## config.mk

```make
export PLATFORM = sky130hd
export DESIGN_NAME = phyMgmtRegs
export DESIGN_NICKNAME = d
export VERILOG_FILES = /design/src/rtl/phyMgmtPkg.sv /design/src/rtl/phyMgmtCtrl.sv /design/src/rtl/phyMgmtData.sv /design/src/rtl/phyMgmtRegs.sv
export SDC_FILE = /design/constraint.sdc
export NUM_CORES = 1
export LEC_CHECK = 0
export BUFFER_PORTS_ARGS = -buffer_cell sky130_fd_sc_hd__buf_2
export CAP_MARGIN = 20
export CORE_MARGIN = 2
export CORE_UTILIZATION = 41
export DETAILED_ROUTE_END_ITERATION = 7
export GPL_ROUTABILITY_DRIVEN = 0
export GPL_TIMING_DRIVEN = 0
export HOLD_SLACK_MARGIN = 0.02
export PLACE_DENSITY_LB_ADDON = 0.1
export SKIP_CTS_REPAIR_TIMING = 1
export SLEW_MARGIN = 20
export SYNTH_ARGS = -nofsm -noshare
export SYNTH_HDL_FRONTEND = slang
export SYNTH_SLANG_ARGS = --single-unit
```

## constraint.sdc

```tcl
create_clock -name clk -period 1.7 [get_ports clk]
set_clock_uncertainty 0.15 [all_clocks]
set_input_delay 0 -clock clk [delete_from_list [all_inputs] [get_ports clk]]
set_output_delay 0 -clock clk [all_outputs]
set_load 0.05 [all_outputs]
```

## src/rtl/phyMgmtPkg.sv

```systemverilog
package phyMgmtPkg;

  // Write strobes and event flags passed from control to datapath
  typedef struct packed {
    logic diagWr;
    logic rstWr;
    logic phaseWr;
    logic doneRise;
  } regStrobe_t;

  typedef enum logic [1:0] {
    SEL_NONE  = 2'd0,
    SEL_DIAG  = 2'd1,
    SEL_RST   = 2'd2,
    SEL_PHASE = 2'd3
  } rdSel_t;

endpackage

```

## src/rtl/phyMgmtCtrl.sv

```systemverilog
module phyMgmtCtrl
  import phyMgmtPkg::*;
#(
  parameter int ADDR_W     = 8,
  parameter int DIAG_ADDR  = 'h1E,
  parameter int RST_ADDR   = 'h1F,
  parameter int PHASE_ADDR = 'h42
) (
  input  logic              clk,
  input  logic              rstN,
  input  logic              wrStb,
  input  logic [ADDR_W-1:0] regAddr,
  input  logic              diagDoneIn,
  output regStrobe_t        stb,
  output rdSel_t            rdSel
);

  localparam logic [ADDR_W-1:0] DiagA  = ADDR_W'(DIAG_ADDR);
  localparam logic [ADDR_W-1:0] RstA   = ADDR_W'(RST_ADDR);
  localparam logic [ADDR_W-1:0] PhaseA = ADDR_W'(PHASE_ADDR);

  logic doneQ;

  // Sample the done flag to find its rising edge
  always_ff @(posedge clk or negedge rstN) begin
    if (!rstN) doneQ <= 1'b0;
    else       doneQ <= diagDoneIn;
  end

  always_comb begin
    rdSel = SEL_NONE;
    if (regAddr == DiagA)       rdSel = SEL_DIAG;
    else if (regAddr == RstA)   rdSel = SEL_RST;
    else if (regAddr == PhaseA) rdSel = SEL_PHASE;
  end

  always_comb begin
    stb.diagWr   = wrStb && (rdSel == SEL_DIAG);
    stb.rstWr    = wrStb && (rdSel == SEL_RST);
    stb.phaseWr  = wrStb && (rdSel == SEL_PHASE);
    stb.doneRise = diagDoneIn && !doneQ;
  end

endmodule

```

## src/rtl/phyMgmtData.sv

```systemverilog
module phyMgmtData
  import phyMgmtPkg::*;
#(
  parameter int DATA_W      = 16,
  parameter int PHASE_MAX   = 10,
  parameter int PHASE_FLD_W = 5,
  parameter int PHASE_LSB   = 8,
  localparam int PHASE_W    = $clog2(PHASE_MAX + 1)
) (
  input  logic              clk,
  input  logic              rstN,
  input  regStrobe_t        stb,
  input  rdSel_t            rdSel,
  input  logic [DATA_W-1:0] wrData,
  input  logic              diagDoneIn,
  input  logic              diagFailIn,
  input  logic [1:0]        linkQualIn,
  input  logic              linkUpIn,
  output logic [DATA_W-1:0] rdData,
  output logic              diagStartOut,
  output logic              fullResetOut,
  output logic              dpRestartOut,
  output logic [PHASE_W-1:0] phaseValOut,
  output logic              phaseApplyOut
);

  // Bit positions inside the words; the neighbouring logic decodes these
  localparam int StartBit   = 15;
  localparam int SwRstBit   = 15;
  localparam int RestartBit = 14;
  localparam int ApplyBit   = 0;
  localparam int QualLsb    = 8;
  localparam int DoneBit    = 1;
  localparam int FailBit    = 0;

  logic               startQ;
  logic               swRstQ;
  logic               restartQ;
  logic               applyQ;
  logic [PHASE_W-1:0] phaseQ;
  logic [PHASE_FLD_W-1:0] phaseIn;

  assign phaseIn = wrData[PHASE_LSB +: PHASE_FLD_W];

  // Fold an out-of-range phase code back into 0..PHASE_MAX
  function automatic logic [PHASE_W-1:0] foldPhase(input logic [PHASE_FLD_W-1:0] v);
    logic [PHASE_FLD_W-1:0] r;
    if (v > PHASE_FLD_W'(PHASE_MAX)) r = v % PHASE_FLD_W'(PHASE_MAX);
    else                             r = v;
    return PHASE_W'(r);
  endfunction

  // Diagnostic launch bit: soft reset, then done edge, then write
  always_ff @(posedge clk or negedge rstN) begin
    if (!rstN)             startQ <= 1'b0;
    else if (swRstQ)       startQ <= 1'b0;
    else if (stb.doneRise) startQ <= 1'b0;
    else if (stb.diagWr)   startQ <= wrData[StartBit];
  end

  // Self-clearing reset request lasts one cycle per write
  always_ff @(posedge clk or negedge rstN) begin
    if (!rstN) swRstQ <= 1'b0;
    else       swRstQ <= stb.rstWr && wrData[SwRstBit];
  end

  always_ff @(posedge clk or negedge rstN) begin
    if (!rstN)       restartQ <= 1'b0;
    else if (swRstQ) restartQ <= 1'b0;
    else             restartQ <= stb.rstWr && wrData[RestartBit];
  end

  always_ff @(posedge clk or negedge rstN) begin
    if (!rstN)       applyQ <= 1'b0;
    else if (swRstQ) applyQ <= 1'b0;
    else             applyQ <= stb.phaseWr && wrData[ApplyBit];
  end

  always_ff @(posedge clk or negedge rstN) begin
    if (!rstN)            phaseQ <= '0;
    else if (swRstQ)      phaseQ <= '0;
    else if (stb.phaseWr) phaseQ <= foldPhase(phaseIn);
  end

  // Read assembly; reserved positions stay zero
  always_comb begin
    rdData = '0;
    case (rdSel)
      SEL_DIAG: begin
        rdData[StartBit]         = startQ;
        rdData[QualLsb +: 2]     = linkUpIn ? linkQualIn : 2'b00;
        rdData[DoneBit]          = diagDoneIn;
        rdData[FailBit]          = diagFailIn;
      end
      SEL_RST: begin
        rdData[SwRstBit]   = swRstQ;
        rdData[RestartBit] = restartQ;
      end
      SEL_PHASE: begin
        rdData[PHASE_LSB +: PHASE_W] = phaseQ;
        rdData[ApplyBit]             = applyQ;
      end
      default: rdData = '0;
    endcase
  end

  assign diagStartOut  = startQ;
  assign fullResetOut  = swRstQ;
  assign dpRestartOut  = restartQ;
  assign phaseValOut   = phaseQ;
  assign phaseApplyOut = applyQ;

endmodule

```

## src/rtl/phyMgmtRegs.sv

```systemverilog
module phyMgmtRegs
  import phyMgmtPkg::*;
#(
  parameter int ADDR_W      = 8,
  parameter int DATA_W      = 16,
  parameter int DIAG_ADDR   = 'h1E,
  parameter int RST_ADDR    = 'h1F,
  parameter int PHASE_ADDR  = 'h42,
  parameter int PHASE_MAX   = 10,
  parameter int PHASE_FLD_W = 5,
  parameter int PHASE_LSB   = 8,
  localparam int PHASE_W    = $clog2(PHASE_MAX + 1)
) (
  input  logic               clk,
  input  logic               rstN,
  input  logic               wrStb,
  input  logic [ADDR_W-1:0]  regAddr,
  input  logic [DATA_W-1:0]  wrData,
  output logic [DATA_W-1:0]  rdData,
  input  logic               diagDoneIn,
  input  logic               diagFailIn,
  input  logic [1:0]         linkQualIn,
  input  logic               linkUpIn,
  output logic               diagStartOut,
  output logic               fullResetOut,
  output logic               dpRestartOut,
  output logic [PHASE_W-1:0] phaseValOut,
  output logic               phaseApplyOut
);

  regStrobe_t stb;
  rdSel_t     rdSel;

  phyMgmtCtrl #(
    .ADDR_W(ADDR_W), .DIAG_ADDR(DIAG_ADDR),
    .RST_ADDR(RST_ADDR), .PHASE_ADDR(PHASE_ADDR)
  ) u_ctrl (
    .clk(clk), .rstN(rstN), .wrStb(wrStb), .regAddr(regAddr),
    .diagDoneIn(diagDoneIn), .stb(stb), .rdSel(rdSel)
  );

  phyMgmtData #(
    .DATA_W(DATA_W), .PHASE_MAX(PHASE_MAX),
    .PHASE_FLD_W(PHASE_FLD_W), .PHASE_LSB(PHASE_LSB)
  ) u_data (
    .clk(clk), .rstN(rstN), .stb(stb), .rdSel(rdSel), .wrData(wrData),
    .diagDoneIn(diagDoneIn), .diagFailIn(diagFailIn),
    .linkQualIn(linkQualIn), .linkUpIn(linkUpIn), .rdData(rdData),
    .diagStartOut(diagStartOut), .fullResetOut(fullResetOut),
    .dpRestartOut(dpRestartOut), .phaseValOut(phaseValOut),
    .phaseApplyOut(phaseApplyOut)
  );

endmodule

```

# Word-level counts from Yosys, hierarchy flattened
# Cells that the tools add are included.
# op_classes
reduce_logical	10
n_mux	18
eq_ne	6
n_lt_le_gt_ge	1
div_mod_pow	1
# op_table
cell	n
$eq A8 B5 Y1 const B	2
$mux W4	3
$mux W2	5
$eq A8 B7 Y1 const B	1
$logic_and A1 B1 Y1	7
$mux W1	7
$gt A5 B4 Y1 const B	1
$mod A5 B4 Y5 const B	1
$eq A2 B2 Y1 const B	2
$pmux W1 S2	2
$pmux W2 S2	1
$reduce_bool A3 Y1	1
$eq A2 B1 Y1 const B	1
$reduce_bool A2 Y1	1
$logic_not A1 Y1	1
# totals
register_bits	9
wordCells	42
inputBits	32
out_inout_bits	24

# Depth between registers and ports, before layout
# Gate-level depths: netlist of the first run.
# depth
ltp_word	9
mapped_depth	5
mapped_depth_nobuf	4

# By module
# Synthesis of the first run repeated with hierarchy kept, for this count alone.
# unflattened
cells_unflattened	79
area_unflattened_um2	715.7
# modules_own_cells
mod	cells_per_inst	seq_area_each_um2	n_inst	area_each_um2
phyMgmtData	64	200.2	1	588.1
phyMgmtCtrl	15	25.0	1	127.6

# Worst setup path after synthesis of the first run
# Ideal clock, no wire load.
# synth_path
path_kind	reg-to-output
startpoint	reg u_data.swRstQ, in the netlist u_data.fullResetOut
endpoint	out rdData[15]
setup_slack_ns	-0.686
arrival_time_ns	2.236
required_ns	1.550
stages_incl_launch_ff	4
path_cell_list	dfrtp_1 -> clkdlybuf4s15_1 -> nand4_1 -> a21boi_0
# synth_between
elab_chain_len	1
# synth_lines
item	line_no	text
start, declared	phyMgmtData.sv:37	logic swRstQ;
start signal, assigned	phyMgmtData.sv:64	else swRstQ <= stb.rstWr && wrData[SwRstBit];
$pmux W1 S2	phyMgmtData.sv:88	case (rdSel)
end, declared	phyMgmtRegs.sv:19	output logic [DATA_W-1:0] rdData,
# Every way passes these cells.

# Final worst setup path of the first run
# Ends and elaborated chain as after synthesis.

==> impl_metrics.yaml, run 1 <==
clocking:
  cts-root-buf: "clkbuf_4"
  worstSkewPairLatency_ps: 260
  clkSinkCount: 9
  h-tree-depth: 1
  cts_max_path_buffers: 2
  clkTransAtPathRegs_ps: 60
  numCtsBuffers: 3
  cts_tree: "done"
timing:
  period_needed_ps: 1591
  slew_violations: 0
  max_freq_ghz: 0.6283
  holdWs_ps: 37.30
  timing.final.crit_share: 0.9362
  finalHoldViolations: 0
  rsz0062_at_grt: "false"
  fin_ws_ps: 108.5
  setup_viol: 0
synthesis:
  synth_seq_area_share: 0.3249
  synthCells: 72
  avgSynthCellArea_um2: 9.627
  syn-cell-area_um2: 693.2
  ys_seq_elements: 9
  async_flop_share: 1.000
  synth.distinct_cells: 37
  synth_edf_count: 0
  ys.flop_type: "dfrtp_1"
  yosys_warnings: 0
die:
  pin_count: 56
  rows: 14
  core_area_mm2: 0.001541
  die_h_um: 45.12
  dieArea_mm2: 0.002035
  initial_core_util: 0.4497
  die_x_um: 45.12
cells_and_area:
  instances_no_fill: 149
  final_area_mm2: 0.001082
  drive_gt1_frac: 0.4662
  antenna_cells: 0
  final_nets: 166
  area_growth_pct: 56.14
worst_hold_path:
  hp-class: "input port to flop"
route:
  wl_per_cell_um: 12.64
  vias: 744
  first_iter_violations: 12
  drc: 0
  avgViaCountPerCell: 4.993
  routed_wl_mm: 1.884
  ant_nets: 0
  first_pass_iters: 4
power_and_ir_drop:
  pwr-share-comb: 0.317
  power_switching_uw: 204.0
  p_int_uw: 383.5
  power_density_mw_per_mm2: 542.9
  irDropWorstVdd_v: 0.0004042
  p_leak_nw: 0.6019
  switching_share: 0.3473
  p_clk_frac: 0.295
  power.total_uw: 587.5
  p_seq_frac: 0.389
global_routing:
  grt_pass1_vias: 622
  antenna_found_initial: 0
  grt_pass1_wl_mm: 2.697
  grtUsageMet1: 0.2284
  grt_use_total: 0.1818
  grt_overflow: 0
  met2_usage: 0.3057
  top_usage_layer: "met2"
  grt_max_degree: 10
  grtUsageMet3: 0.03200
critical_path:
  endpoint_kind: "output pin"
  cp-start-kind: "flop"
  rrSetupSlack_ps: 120
  cp_max_fo: 9
  path_class: "flop to output pin"
  cp.arrival_ps: 1440
  cp.required_ps: 1550
placed_design:
  place_area_um2: 945.9
  port_buffers: 39
  placed_cells: 134
  dpl.hpwl_mm: 1.364
  pre_cts_ws_ps: 197.3
flow_run:
  max_cap_viol_count: 0
run_status:
  status: "complete, no violations"
==> power by group through the flow <==
stage | clock network [mW] | registers [mW] | logic [mW]
detailed placement | 0 | 0.232 | 0.168
finish | 0.173 | 0.228 | 0.186
global route | 0.195 | 0.229 | 0.199
CTS | 0.171 | 0.229 | 0.169
floorplan | 0 | 0.257 | 0.0845
global placement | 0 | 0.232 | 0.165
==> sequential cells by signal, indices dropped and copies added (netlist names) <==
name                  cells
u_data.phaseValOut        4
u_data.phaseApplyOut      1
u_ctrl.doneQ              1
u_data.diagStartOut       1
u_data.fullResetOut       1
u_data.dpRestartOut       1
==> metrics by stage <==
step | util | setup TNS (ps)
5_1_grt | 0.7021 | 0
6_report | 0.7021 | 0
3_5_place_dp | 0.6136 | 0
3_3_place_gp | 0.6136 | 0
4_1_cts | 0.6307 | -96.24
2_1_floorplan | - | 0
==> layout make-up <==
type                       instances  area, µm²
inverter                           1      3.754
sequential                         9      225.2
tap                               16      20.02
fill                             139      459.2
clock buffer                       4      26.28
buffer                             9      65.06
multi-input combinational         59      426.7
timing repair buffer              51      315.3
==> metal layers <==
metal | part of all wire | wire [µm]
met1 | 0.43 | 812
met2 | 0.47 | 880
met3 | 0.094 | 177
met4 | 0.0074 | 14
met5 | 0 | 0
==> final timing paths <==
| check | endpoint | depth (start not counted) | start |
|---|---|---|---|
| max | rdData[15] | 3 | u_data.fullResetOut |
| min in group asynchronous | u_data.phaseValOut[3] | 3 | rstN |
| max reg2reg | u_data.dpRestartOut | 2 | u_data.fullResetOut |
| min | u_data.diagStartOut | 4 | wrStb |
| max in group asynchronous | u_data.fullResetOut | 3 | rstN |
| min reg2reg | u_data.diagStartOut | 2 | u_ctrl.doneQ |
==> cell usage after synthesis (all sizes together), types with 2 or more instances <==
master  number  area share
and3         5       0.058
o21ai        2       0.014
mux2i        2       0.029
a32oi        2       0.025
dfrtp        9        0.32
nor3         4       0.036
buf          9       0.094
nand3b       2       0.022
nor2         8       0.043
nor3b        2       0.022
nor4b        2       0.069
nand3        2       0.014
and4b        2       0.029
nand2b       2       0.018
==> placed cells by master, fill, tap and decap left out, types with 3 or more instances in the layout <==
master,instances
nor2_1,8
and3_2,3
conb_1,8
nor3_1,3
dfrtp_1,9
buf_4,8
clkbuf_4,3
dlygate4sd3_1,12
buf_2,40
==> cells by family after synthesis <==
family | synth area share
muxes | 0.02888
and+or+nand+nor | 0.3953
buffers and inverters | 0.1137
DFF | 0.3249
AOI/OAI and AO/OA | 0.1318
other | 0.005410
==> worst max-delay path, cell delays in order (launching register included) <==
cell and delay [ps]:
dfrtp_1 520, nand4_1 200, a21boi_4 170, buf_2 270
(Power assumes the default switching activity.)
==> run 2: changes to the inputs <==
--- a/config.mk
+++ b/config.mk
@@ -5,11 +5,12 @@
 export SDC_FILE = /design/constraint.sdc
 export NUM_CORES = 1
 export LEC_CHECK = 0
-export BUFFER_PORTS_ARGS = -buffer_cell sky130_fd_sc_hd__buf_2
 export CAP_MARGIN = 20
-export CORE_MARGIN = 2
-export CORE_UTILIZATION = 41
+export CORE_AREA = 2 2 39 41
+export CTS_CLUSTER_SIZE = 12
 export DETAILED_ROUTE_END_ITERATION = 7
+export DIE_AREA = 0 0 41 43
+export DONT_BUFFER_PORTS = 1
 export GPL_ROUTABILITY_DRIVEN = 0
 export GPL_TIMING_DRIVEN = 0
 export HOLD_SLACK_MARGIN = 0.02
==> impl_metrics.yaml, run 2 (same netlist as run 1, synthesis figures left out) <==
cells_and_area:
  regArea_um2: 226.5
  final_cell_mix: "dlygate4sd3_1, buf_4, conb_1, dfrtp_1, nor2_1"
  nFillCells: 124
  final_nets: 132
  antenna_cells: 0
  largest_register_ffs: 4
  drive_gt1_frac: 0.2828
  multiInputGateArea_um2: 449.2
  mostFrequentLayoutCell: "dlygate4sd3_1"
  final_area_um2: 962.2
  area_growth_pct: 38.81
die:
  rows: 14
  pin_count: 56
  die_x_um: 41
  dieArea_mm2: 0.001763
  die_h_um: 43
  core_area_mm2: 0.001384
  initial_core_util: 0.5009
placed_design:
  pre_cts_ws_ps: -166.3
  place_area_um2: 750.7
  dpl.hpwl_mm: 1.223
  port_buffers: 0
global_routing:
  grt_pass1_wl_mm: 2.221
  grt_max_degree: 10
  antenna_found_initial: 0
  grt_use_total: 0.1809
  grt_overflow: 0
  grt_pass1_vias: 518
route:
  first_pass_iters: 2
  vias: 625
  ant_nets: 0
  routed_wl_mm: 1.754
  met3_length_um: 108
  routed.top_layer: "met3"
  avgViaCountPerCell: 5.435
  wl_per_cell_um: 15.25
  m1WireLength_um: 668
  first_iter_violations: 11
  drc: 0
  route.met2.wl_um: 976
timing:
  timing.final.crit_share: 0.9786
  slew_violations: 0
  slew_headroom: 0.6529
  fin_ws_ps: 36.31
  holdWs_ps: -5.668
  setup_viol: 0
  worstMarginPinSlew_ps: 520.6
  rsz0062_at_grt: "false"
  period_needed_ps: 1664
  max_freq_ghz: 0.6011
  finalHoldViolations: 1
clocking:
  cts-root-buf: "clkbuf_4"
  h-tree-depth: 1
  worstSkewPairLatency_ps: 260
  numCtsBuffers: 3
  cts_tree: "done"
  clkSinkCount: 9
  cts_max_path_buffers: 2
  clkTransAtPathRegs_ps: 60
power_and_ir_drop:
  power.total_uw: 542.5
  power_density_mw_per_mm2: 563.8
  p_leak_nw: 0.4437
  irDropWorstVdd_v: 0.0003225
worst_hold_path:
  hp-class: "input port to flop"
  min_from: "regAddr[5]"
flow_run:
  max_cap_viol_count: 0
run_status:
  status: "complete, but fails checks"
  failed_checks: "hold timing"
critical_path:
  endpoint_kind: "output pin"
  cp-start-kind: "flop"
  path_class: "flop to output pin"
  cp_max_fo: 3
  cp.arrival_ps: 1510
  cp.required_ps: 1550
  reg2reg_from: "u_data.diagStartOut"
  startpoint: "u_data.diagStartOut"
-- run 2: cell count changes in the layout (fill, tap and decap cells not counted) --
cell,previous run,this run
nor2_4,0,3
buf_6,0,1
nor2_1,8,5
dfrtp_1,9,8
dlygate4sd3_1,12,16
dfrtp_2,0,1
buf_2,40,1
-- run 2: final timing paths --
kind | to | slack, ps | cells after the start
min in group asynchronous | u_data.dpRestartOut | 490 | 2
hold reg to reg | u_data.diagStartOut | 390 | 2
max in group asynchronous | u_data.fullResetOut | 600 | 2
hold / removal | u_data.diagStartOut | -6 | 4
setup reg to reg | u_data.diagStartOut | 470 | 2
setup / recovery | rdData[15] | 40 | 2
-- run 2: cell type report --
| cell class | count | area share |
|---|---|---|
| multi-input combinational | 59 | 0.4668 |
| sequential | 9 | 0.2354 |
| timing repair buffer | 16 | 0.1665 |
| buffer | 10 | 0.07932 |
| clock buffer | 4 | 0.02731 |
| tap | 16 | 0.02081 |
| inverter | 1 | 0.003901 |
-- run 2: metal layers --
layer  global-route usage  vias to the layer above
met5                    0                        -
met4              0.08000                        0
met3              0.02618                        0
met2               0.3000                       26
met1               0.2174                      294
li1                     -                      305
-- run 2: report_power, final --
group | internal (mW) | switching, mW
clock | 0.0903 | 0.0719
combinational | 0.0551 | 0.0697
sequential | 0.222 | 0.0336
total | 0.367 | 0.175
-- run 2: per-stage QoR --
stage                 util  instances  TNS [ps]  hold slack [ps]
finish              0.6953        115         0           -5.668
global placement    0.5425         95    -144.6           -445.4
floorplan                -         79         0           -445.6
global route        0.6953        115         0            23.92
CTS                 0.5615         99    -973.8           -724.4
detailed placement  0.5425         95    -166.3           -445.4
-- run 2: worst max-delay path: stages, from the launching register on --
cell and delay [ps]:
dfrtp_1 670, nand2_1 190, a21boi_4 400
